--- src/rtl/pulse_pkg.sv ---
package pulse_pkg;
  typedef enum logic [1:0] {
    SEL_CTRL  = 2'd0,
    SEL_SWEEP = 2'd1,
    SEL_PLO   = 2'd2,
    SEL_PHI   = 2'd3
  } reg_sel_e;

  // number of high steps among the eight for each duty code
  function automatic logic [3:0] duty_highs(input logic [1:0] code);
    case (code)
      2'd0:    return 4'd1;
      2'd1:    return 4'd2;
      2'd2:    return 4'd4;
      default: return 4'd6;
    endcase
  endfunction
endpackage

--- src/rtl/pulse_seq.sv ---
module pulse_seq #(
  parameter int PW = 11,
  parameter int SW = 3
) (
  input  logic          clk,
  input  logic          rst_n,
  input  logic [PW-1:0] period,
  input  logic          restart,
  output logic [SW-1:0] step
);
  logic          phase;
  logic [PW-1:0] cnt;

  always_ff @(posedge clk) begin
    if (!rst_n) begin
      phase <= 1'b0;
      cnt   <= '0;
      step  <= '0;
    end else begin
      phase <= ~phase;
      if (phase) begin
        if (cnt == '0) begin
          cnt  <= period;
          step <= step + 1'b1;
        end else begin
          cnt <= cnt - 1'b1;
        end
      end
      if (restart) step <= '0;
    end
  end
endmodule

--- src/rtl/pulse_env.sv ---
module pulse_env #(
  parameter int VW = 4
) (
  input  logic          clk,
  input  logic          rst_n,
  input  logic          qtr,
  input  logic          restart,
  input  logic          loop_en,
  input  logic          const_en,
  input  logic [VW-1:0] vol_in,
  output logic [VW-1:0] level,
  output logic [VW-1:0] decay
);
  localparam logic [VW-1:0] TOP = {VW{1'b1}};
  logic          start;
  logic [VW-1:0] div;

  always_ff @(posedge clk) begin
    if (!rst_n) begin
      start <= 1'b0;
      div   <= '0;
      decay <= '0;
    end else if (restart) begin
      start <= 1'b1;
    end else if (qtr) begin
      if (start) begin
        start <= 1'b0;
        decay <= TOP;
        div   <= vol_in;
      end else if (div == '0) begin
        div <= vol_in;
        if (decay != '0) decay <= decay - 1'b1;
        else if (loop_en) decay <= TOP;
      end else begin
        div <= div - 1'b1;
      end
    end
  end

  assign level = const_en ? vol_in : decay;
endmodule

--- src/rtl/pulse_sweep.sv ---
module pulse_sweep #(
  parameter int PW       = 11,
  parameter int DW       = 3,
  parameter int SHW      = 3,
  parameter bit ONES_NEG = 1'b1
) (
  input  logic           clk,
  input  logic           rst_n,
  input  logic           half,
  input  logic           cfg_wr,
  input  logic           en,
  input  logic [DW-1:0]  div_per,
  input  logic           neg,
  input  logic [SHW-1:0] shift,
  input  logic [PW-1:0]  period_in,
  output logic           upd,
  output logic [PW-1:0]  upd_val,
  output logic           mute
);
  localparam logic [PW-1:0] MIN_PER = PW'(8);
  logic [PW:0]   ext, delta, sum, diff, tgt;
  logic [DW-1:0] div;
  logic          reload;

  assign ext   = {1'b0, period_in};
  assign delta = ext >> shift;
  assign sum   = ext + delta;

  generate
    if (ONES_NEG) begin : g_ones
      assign diff = ext - delta - 1'b1;
    end else begin : g_twos
      assign diff = ext - delta;
    end
  endgenerate

  assign tgt     = neg ? diff : sum;
  assign upd_val = tgt[PW-1:0];
  assign mute    = (period_in < MIN_PER) || (!neg && sum[PW]);
  assign upd     = half && (div == '0) && en && (shift != '0) && !mute;

  always_ff @(posedge clk) begin
    if (!rst_n) begin
      div    <= '0;
      reload <= 1'b0;
    end else begin
      if (half) begin
        if (div == '0 || reload) begin
          div    <= div_per;
          reload <= 1'b0;
        end else begin
          div <= div - 1'b1;
        end
      end
      if (cfg_wr) reload <= 1'b1;
    end
  end
endmodule

--- src/rtl/pulse_channel.sv ---
module pulse_channel
  import pulse_pkg::*;
#(
  parameter int PW       = 11,
  parameter int VW       = 4,
  parameter int LW       = 7,
  parameter bit ONES_NEG = 1'b1
) (
  input  logic          clk,
  input  logic          rst_n,
  input  logic          wr_en,
  input  logic [1:0]    wr_sel,
  input  logic [7:0]    wr_data,
  input  logic          qtr_tick,
  input  logic          half_tick,
  output logic [VW-1:0] sample
);
  localparam int SW = 3;

  logic [7:0]    ctrl_q, sweep_q;
  logic [PW-1:0] period_q;
  logic [LW-1:0] len_q;
  logic [SW-1:0] step;
  logic [VW-1:0] level, env_decay;
  logic          hi_wr, sw_upd, mute, wave_hi;
  logic [PW-1:0] sw_val;

  assign hi_wr = wr_en && (reg_sel_e'(wr_sel) == SEL_PHI);

  always_ff @(posedge clk) begin
    if (!rst_n) begin
      ctrl_q   <= '0;
      sweep_q  <= '0;
      period_q <= '0;
      len_q    <= '0;
    end else begin
      if (wr_en && reg_sel_e'(wr_sel) == SEL_CTRL)  ctrl_q  <= wr_data;
      if (wr_en && reg_sel_e'(wr_sel) == SEL_SWEEP) sweep_q <= wr_data;
      if (wr_en && reg_sel_e'(wr_sel) == SEL_PLO)
        period_q[7:0] <= wr_data;
      else if (hi_wr)
        period_q[PW-1:8] <= wr_data[PW-9:0];
      else if (sw_upd)
        period_q <= sw_val;
      if (hi_wr)
        len_q <= LW'({wr_data[7:3], 1'b0}) + LW'(2);
      else if (half_tick && !ctrl_q[5] && len_q != '0)
        len_q <= len_q - 1'b1;
    end
  end

  pulse_seq #(.PW(PW), .SW(SW)) u_seq (
    .clk(clk), .rst_n(rst_n), .period(period_q), .restart(hi_wr), .step(step)
  );

  pulse_env #(.VW(VW)) u_env (
    .clk(clk), .rst_n(rst_n), .qtr(qtr_tick), .restart(hi_wr),
    .loop_en(ctrl_q[5]), .const_en(ctrl_q[4]), .vol_in(ctrl_q[VW-1:0]),
    .level(level), .decay(env_decay)
  );

  pulse_sweep #(.PW(PW), .DW(3), .SHW(3), .ONES_NEG(ONES_NEG)) u_sweep (
    .clk(clk), .rst_n(rst_n), .half(half_tick),
    .cfg_wr(wr_en && reg_sel_e'(wr_sel) == SEL_SWEEP),
    .en(sweep_q[7]), .div_per(sweep_q[6:4]), .neg(sweep_q[3]),
    .shift(sweep_q[2:0]), .period_in(period_q),
    .upd(sw_upd), .upd_val(sw_val), .mute(mute)
  );

  assign wave_hi = {1'b0, step} < duty_highs(ctrl_q[7:6]);
  assign sample  = (len_q != '0 && !mute && wave_hi) ? level : '0;
endmodule

--- config.mk ---
export PLATFORM = sky130hd
export DESIGN_NAME = pulse_channel
export DESIGN_NICKNAME = d
export VERILOG_FILES = /design/src/rtl/pulse_pkg.sv /design/src/rtl/pulse_seq.sv /design/src/rtl/pulse_env.sv /design/src/rtl/pulse_sweep.sv /design/src/rtl/pulse_channel.sv
export SDC_FILE = /design/constraint.sdc
export NUM_CORES = 1
export LEC_CHECK = 0
export ABC_AREA = 1
export BUFFER_PORTS_ARGS = -buffer_cell sky130_fd_sc_hd__buf_2
export CAP_MARGIN = 25
export CELL_PAD_IN_SITES_DETAIL_PLACEMENT = 0
export CELL_PAD_IN_SITES_GLOBAL_PLACEMENT = 2
export CORE_AREA = 2 2 102 143
export CTS_BUF_LIST = sky130_fd_sc_hd__clkbuf_2 sky130_fd_sc_hd__clkbuf_4 sky130_fd_sc_hd__clkbuf_8
export DETAILED_ROUTE_END_ITERATION = 12
export DIE_AREA = 0 0 104 145
export PLACE_DENSITY_LB_ADDON = 0.1
export SLEW_MARGIN = 20
export SYNTH_ARGS = -nofsm -noshare
export SYNTH_HDL_FRONTEND = slang
export SYNTH_SLANG_ARGS = --single-unit
--- constraint.sdc ---
create_clock -name clk -period 3 [get_ports clk]
set_input_delay 0.6 -clock clk [delete_from_list [all_inputs] [get_ports clk]]
set_output_delay 0.6 -clock clk [all_outputs]
set_load 0.02 [all_outputs]
* Word-level counts from Yosys, hierarchy flattened
Index checks and enable logic that the tools add are counted.
** Word-level totals
- Bits in registers :: 62
- Output and inout port bits :: 4
- Logic and storage cells :: 100
** Operators by class
- Mux-type cells :: 23
- Equality and inequality tests :: 6
- Magnitude comparators :: 2
- Shifts and indexed selects :: 1
- Bitwise logic cells :: 4
- Reduce and logical (&&, ||, !) cells :: 41
- Add/sub/neg operators :: 10
** Operator list (count)
- 11-bit 2-to-1 mux :: 3
- 4-bit 2-to-1 mux :: 8
- 11-bit by 1-bit subtractor with 11-bit output (second input constant) :: 2
- 8-bit 2-to-1 mux :: 2
- 7-bit 2-to-1 mux :: 2
- 2-bit nonzero test :: 7
- 1-bit logical AND :: 13
- 11-bit by 12-bit adder with 12-bit output :: 1
- 11-bit by 3-bit right shift with 12-bit output :: 1
- 11-bit zero test :: 1
- 11-bit by 4-bit less-than comparator with 1-bit output (second input constant) :: 1
- 11-bit subtractor :: 1
- 2-bit AND reduction :: 5
- 3-bit one-hot mux with 3 select lines :: 1
- 4-bit by 1-bit subtractor with 4-bit output (second input constant) :: 2
- 6-bit by 2-bit adder with 7-bit output (second input constant) :: 1
- 7-bit nonzero test :: 1
- 7-bit by 1-bit subtractor with 7-bit output (second input constant) :: 1
- 2-bit equality test (second input constant) :: 3
- 3-bit 2-to-1 mux :: 2
- 3-bit nonzero test :: 2
- 1-bit 2-to-1 mux :: 5
- 2-bit by 1-bit equality test with 1-bit output (second input constant) :: 2
- 2-bit zero test :: 2
- 12 further kinds :: 18

* Logic depth before layout (Yosys ltp)
- Depth after elaboration :: 9
- Depth in mapped cells :: 24
- Mapped depth without buffers :: 23

* Cells and area by module
A second synthesis with hierarchy kept.
** Second synthesis, totals
- Cells, all modules :: 836
- Area total of the unflattened synthesis :: 5318.9 µm²
** Modules (own cells, without submodules)
- pulse_sweep :: area each 1894.3 µm², times used 1, sequential area each 80.1 µm², cells an instance 347
- pulse_channel :: area each 1793.0 µm², times used 1, sequential area each 680.7 µm², cells an instance 237
- pulse_seq :: area each 1017.2 µm², times used 1, sequential area each 300.3 µm², cells an instance 158
- pulse_env :: area each 614.3 µm², times used 1, sequential area each 180.2 µm², cells an instance 94

* Least setup slack after synthesis
No wires, ideal clock.
- Kind :: flip-flop to output port
- Start :: reg sweep_q[0]
- End :: out sample[0]
- Required time :: 2.400 ns
- Buffers on the path :: 2
- Path slack :: -0.156 ns
- Arrival :: 2.556 ns
- Cell stages (with the launch flop) :: 17
- Cells stage by stage :: dfxtp_1 > clkbuf_1 > nand2_1 > o21ai_0 > mux2i_1 > o21ai_0 > inv_1 > ha_1 > buf_2 > inv_1 > nand2_1 > nor2_1 > nand3_1 > nand2_1 > nand3_2 > nand4_1 > a211oi_1
** Between the ends
- Word-level cells in the longest chain between the ends :: 8
** Ends and longest elaborated chain
- from (decl) :: RTL line pulse_channel.sv:20 : logic [7:0] ctrl_q, sweep_q;
- from (signal assigned) :: RTL line pulse_channel.sv:38 : if (wr_en && reg_sel_e'(wr_sel) == SEL_SWEEP) sweep_q <= wr_data;
- 11-bit by 3-bit right shift with 12-bit output :: RTL line pulse_sweep.sv:26 : assign delta = ext >> shift;
- 11-bit by 12-bit adder with 12-bit output :: RTL line pulse_sweep.sv:27 : assign sum = ext + delta;
- 1-bit logical AND :: RTL line pulse_sweep.sv:39 : assign mute = (period_in < MIN_PER) || (!neg && sum[PW]);
- 1-bit logical OR :: RTL line pulse_sweep.sv:39
- 1-bit zero test :: RTL line pulse_channel.sv:71 : assign sample = (len_q != '0 && !mute && wave_hi) ? level : '0;
- 1-bit logical AND (2 in series) :: RTL line pulse_channel.sv:71
- 4-bit 2-to-1 mux :: RTL line pulse_channel.sv:71
- to (decl) :: RTL line pulse_channel.sv:16 : output logic [VW-1:0] sample
No other way between the ends.

* Worst setup path in the final report
- Start :: reg sweep_q[0]
- End :: out sample[1]
The elaborated chain is that of the path after synthesis.

==> reports/qor.yml <==
cells_and_area:
  stdcell_count: 1042
  final_util: 0.447
  fillers: 1539
  diodes: 0
  area_growth_pct: 29.8
  fin_area_sq_um: 6160
  nNetsFinal: 901
  drive_above_1_share: 0.235
floorplan:
  rows: 51
  start_util: 0.344
  die_w_microns: 104
  core-area_sq_um: 13800
  fp.dieArea_sq_um: 15100
  die_h_microns: 145
  pin_count: 19
critical_path:
  worstPathRequired_ns: 2.40
  rr_worst_depth: 25
  crit_chain: "buf_6 > nand2_2 > o21ai_2 > nor2_1 > nor2_2 > inv_1 > o21ai_2 > inv_2 > ha_4 > inv_2 > nand2_2 > a21oi_2 > nand2_2 > nand3_2 > nand4_1 > buf_6 > buf_6 > nor2_4 > buf_6"
  cpPeakStageDelay_ns: 0.39
  worst_path_most_repeated_cell: "buf_6"
  worstSetupPathType: "reg2out"
  reg2reg_slack_ns: 0.17
  path_max_fanout: 7
  arrival_ns: 2.81
  cp-start-kind: "flip-flop"
  reg2reg_from: "sweep_q[0]"
  crit_path_end_kind: "output port"
  r2r-end: "period_q[8]"
  crit_slowest_cell: "dfxtp_4"
global_route:
  grt_pass1_wl_microns: 25600
  grt_usage: 0.216
  grt_max_degree: 21
  grt_pass1_vias: 5129
  antenna_found_initial: 0
  grt_remaining_overflow: 0
status:
  violations: "setup timing"
  status: "finished with violations"
yosys:
  syn_nets: 810
  syn_inst: 761
  yosysUniqueCellTypes: 42
  synth_ff_type: "dfxtp_1"
  yosysWarnings: 0
  syn_area_per_cell_sq_um: 6.23
  synth_seq_cells: 62
  netlist_area_sq_um: 4740
  synth-seq-area-share: 0.262
  synth_edf_count: 0
  synth-async-reset-ratio: 0
clock_tree:
  htree_levels: 3
  cts_tree: "done"
  cts_num_sinks: 62
  clk-insertion-delay-late_ns: 0.35
  path_clk_slew_ns: 0.07
  cts_max_path_buffers: 2
  clockRootBuffer: "clkbuf_8"
  numCtsBuffers: 9
power_and_ir_drop:
  p_leak_nw: 3.07
  ir_worst_vdd_mv: 0.329
  p_per_area_nw_per_um2: 640
place:
  place_area_sq_um: 5520
  gp_congestion: 0.821
  hpwl_microns: 12700
  io_buffers: 18
  place_inst: 1015
route:
  vias: 5114
  drcViolationCount: 0
  drt_iter0_drc: 208
  detail-route-antenna-nets: 0
  wl_per_cell_microns: 15.1
  firstDrtPassIters: 4
  drt_wl_total_microns: 15800
  via_per_inst: 4.91
hold_path:
  hp-class: "reg2reg"
  hp-start: "u_sweep.reload"
  hold_end: "u_sweep.reload"
  hold_depth: 2
timing:
  finalCritPeriodShare: 1.14
  setup_tns_ns: -1.49
  finalSetupViolations: 4
  worst_slack_ns: -0.409
  max_freq_mhz: 293
  tightest_slew_ns: 0.611
  rsz0062_at_grt: "true"
  fin_crit_ns: 3.41
  maxSlewViolCount: 0
  slew_headroom: 0.592
  hold_viol_final: 0
  clock_skew_ns: 0.0166
flow_run:
  drv_cap: 0
[through the flow]
step,setup slack (ns),power (mW),hold WS (ns)
6_report,-0.409,3.94,0.466
3_3_place_gp,-0.240,2.92,0.452
3_5_place_dp,-0.290,2.97,0.458
2_1_floorplan,0.0210,2.42,0.439
5_1_grt,-0.587,4.30,0.492
4_1_cts,-0.425,3.93,0.469
[timing repair]
item | in CTS | in global routing
gates resized for setup | 73 | 36
endpoints found under the setup margin | 8 | 9
hold buffers | 0 | 0
setup buffers | 12 | 3
pin swaps | 23 | 21
[logic make-up after synthesis]
| family | share of synthesized area |
|---|---|
| AOI/OAI and AO/OA | 0.200 |
| and+or+nand+nor | 0.291 |
| xor gates and xnor gates | 0.0240 |
| buffers and inverters | 0.126 |
| adders and majority gates | 0.0929 |
| DFF | 0.262 |
| muxes | 0.00422 |
[worst max path at each step]
stage | startpoint | cells past startpoint | slack, ns | to
after floorplan | sweep_q[0] | 16 | 0.02 | sample[0]
after global placement | sweep_q[0] | 15 | -0.24 | sample[0]
after detailed placement | sweep_q[0] | 15 | -0.29 | sample[0]
after CTS | sweep_q[0] | 20 | -0.43 | sample[0]
after global routing | sweep_q[0] | 19 | -0.59 | sample[1]
final | sweep_q[0] | 19 | -0.41 | sample[1]
[power breakdown]
group | internal, mW | switching (mW)
logic | 0.795 | 1.25
clock network | 0.442 | 0.356
registers | 0.984 | 0.112
[critical path, delay by kind of cell (launching register included)]
kind	cells	cell delay (ns)
AND/OR/NAND/NOR	8	0.76
buffers and inverters	7	0.72
AO/OA/AOI/OAI	3	0.45
flip-flops	1	0.39
adder cells (fa/ha/maj)	1	0.16
[synthesized netlist by cell type, types with 5 or more instances]
cell        n  area share
clkbuf_1   13       0.010
o21ai_0    82       0.087
a31oi_1     8       0.011
inv_1     125       0.099
xor2_1     12       0.022
buf_2       9      0.0095
dfxtp_1    62        0.26
nor2_1     76       0.060
ha_1       32       0.084
a21oi_1    54       0.057
inv_2       5      0.0040
o211ai_1   15       0.024
nand3_1    46       0.049
nand4_1     7      0.0092
nand2_1   170        0.13
nor3_1      6      0.0063
[placed cells by master (no fill, tap or decap), types with 2 or more instances in the layout]
cell type	n
nand2_1	154
inv_1	117
buf_4	78
nor2_1	71
o21ai_0	64
dfxtp_1	58
a21oi_1	50
nand3_1	38
ha_1	27
nand2_2	15
o211ai_1	15
buf_2	14
xor2_1	12
inv_2	11
clkbuf_8	11
buf_6	11
o21ai_1	10
o21ai_2	9
nand3_2	8
a31oi_1	8
nand4_1	7
nor3_1	6
nor2_2	5
a21oi_2	5
ha_4	5
nand2_4	4
nor2_4	3
nand3b_1	3
dfxtp_2	3
clkinvlp_4	2
mux2i_1	2
nor3_2	2
o31ai_1	2
o22ai_1	2
nand3_4	2
fa_1	2
clkinv_4	2
[flip-flops by register name, indices dropped and copies added (netlist names)]
name and cells:
period_q 11, u_env.decay 4, u_seq.step 3, sweep_q 8, u_seq.phase 1, len_q 7
ctrl_q 8, u_env.start 1, u_sweep.div 3, u_seq.cnt 11, u_sweep.reload 1, u_env.div 4
[layout make-up]
class	count	area, sq um	area share
multi-input combinational	545	3170	0.515
clock buffer	12	159	0.0258
sequential	62	1250	0.203
tap	185	231	0.0376
timing repair buffer	104	800	0.130
clock inverter	4	55.1	0.00894
inverter	130	494	0.0803
[layer usage]
| layer | vias up | GRT usage | part of all wire |
|---|---|---|---|
| li1 | 2635 | - | - |
| met1 | 2365 | 0.235 | 0.40 |
| met2 | 84 | 0.402 | 0.53 |
| met3 | 30 | 0.0274 | 0.023 |
| met4 | 0 | 0.111 | 0.046 |
| met5 | - | 0 | 0 |
Note: power is estimated with default switching activity, not from simulation.
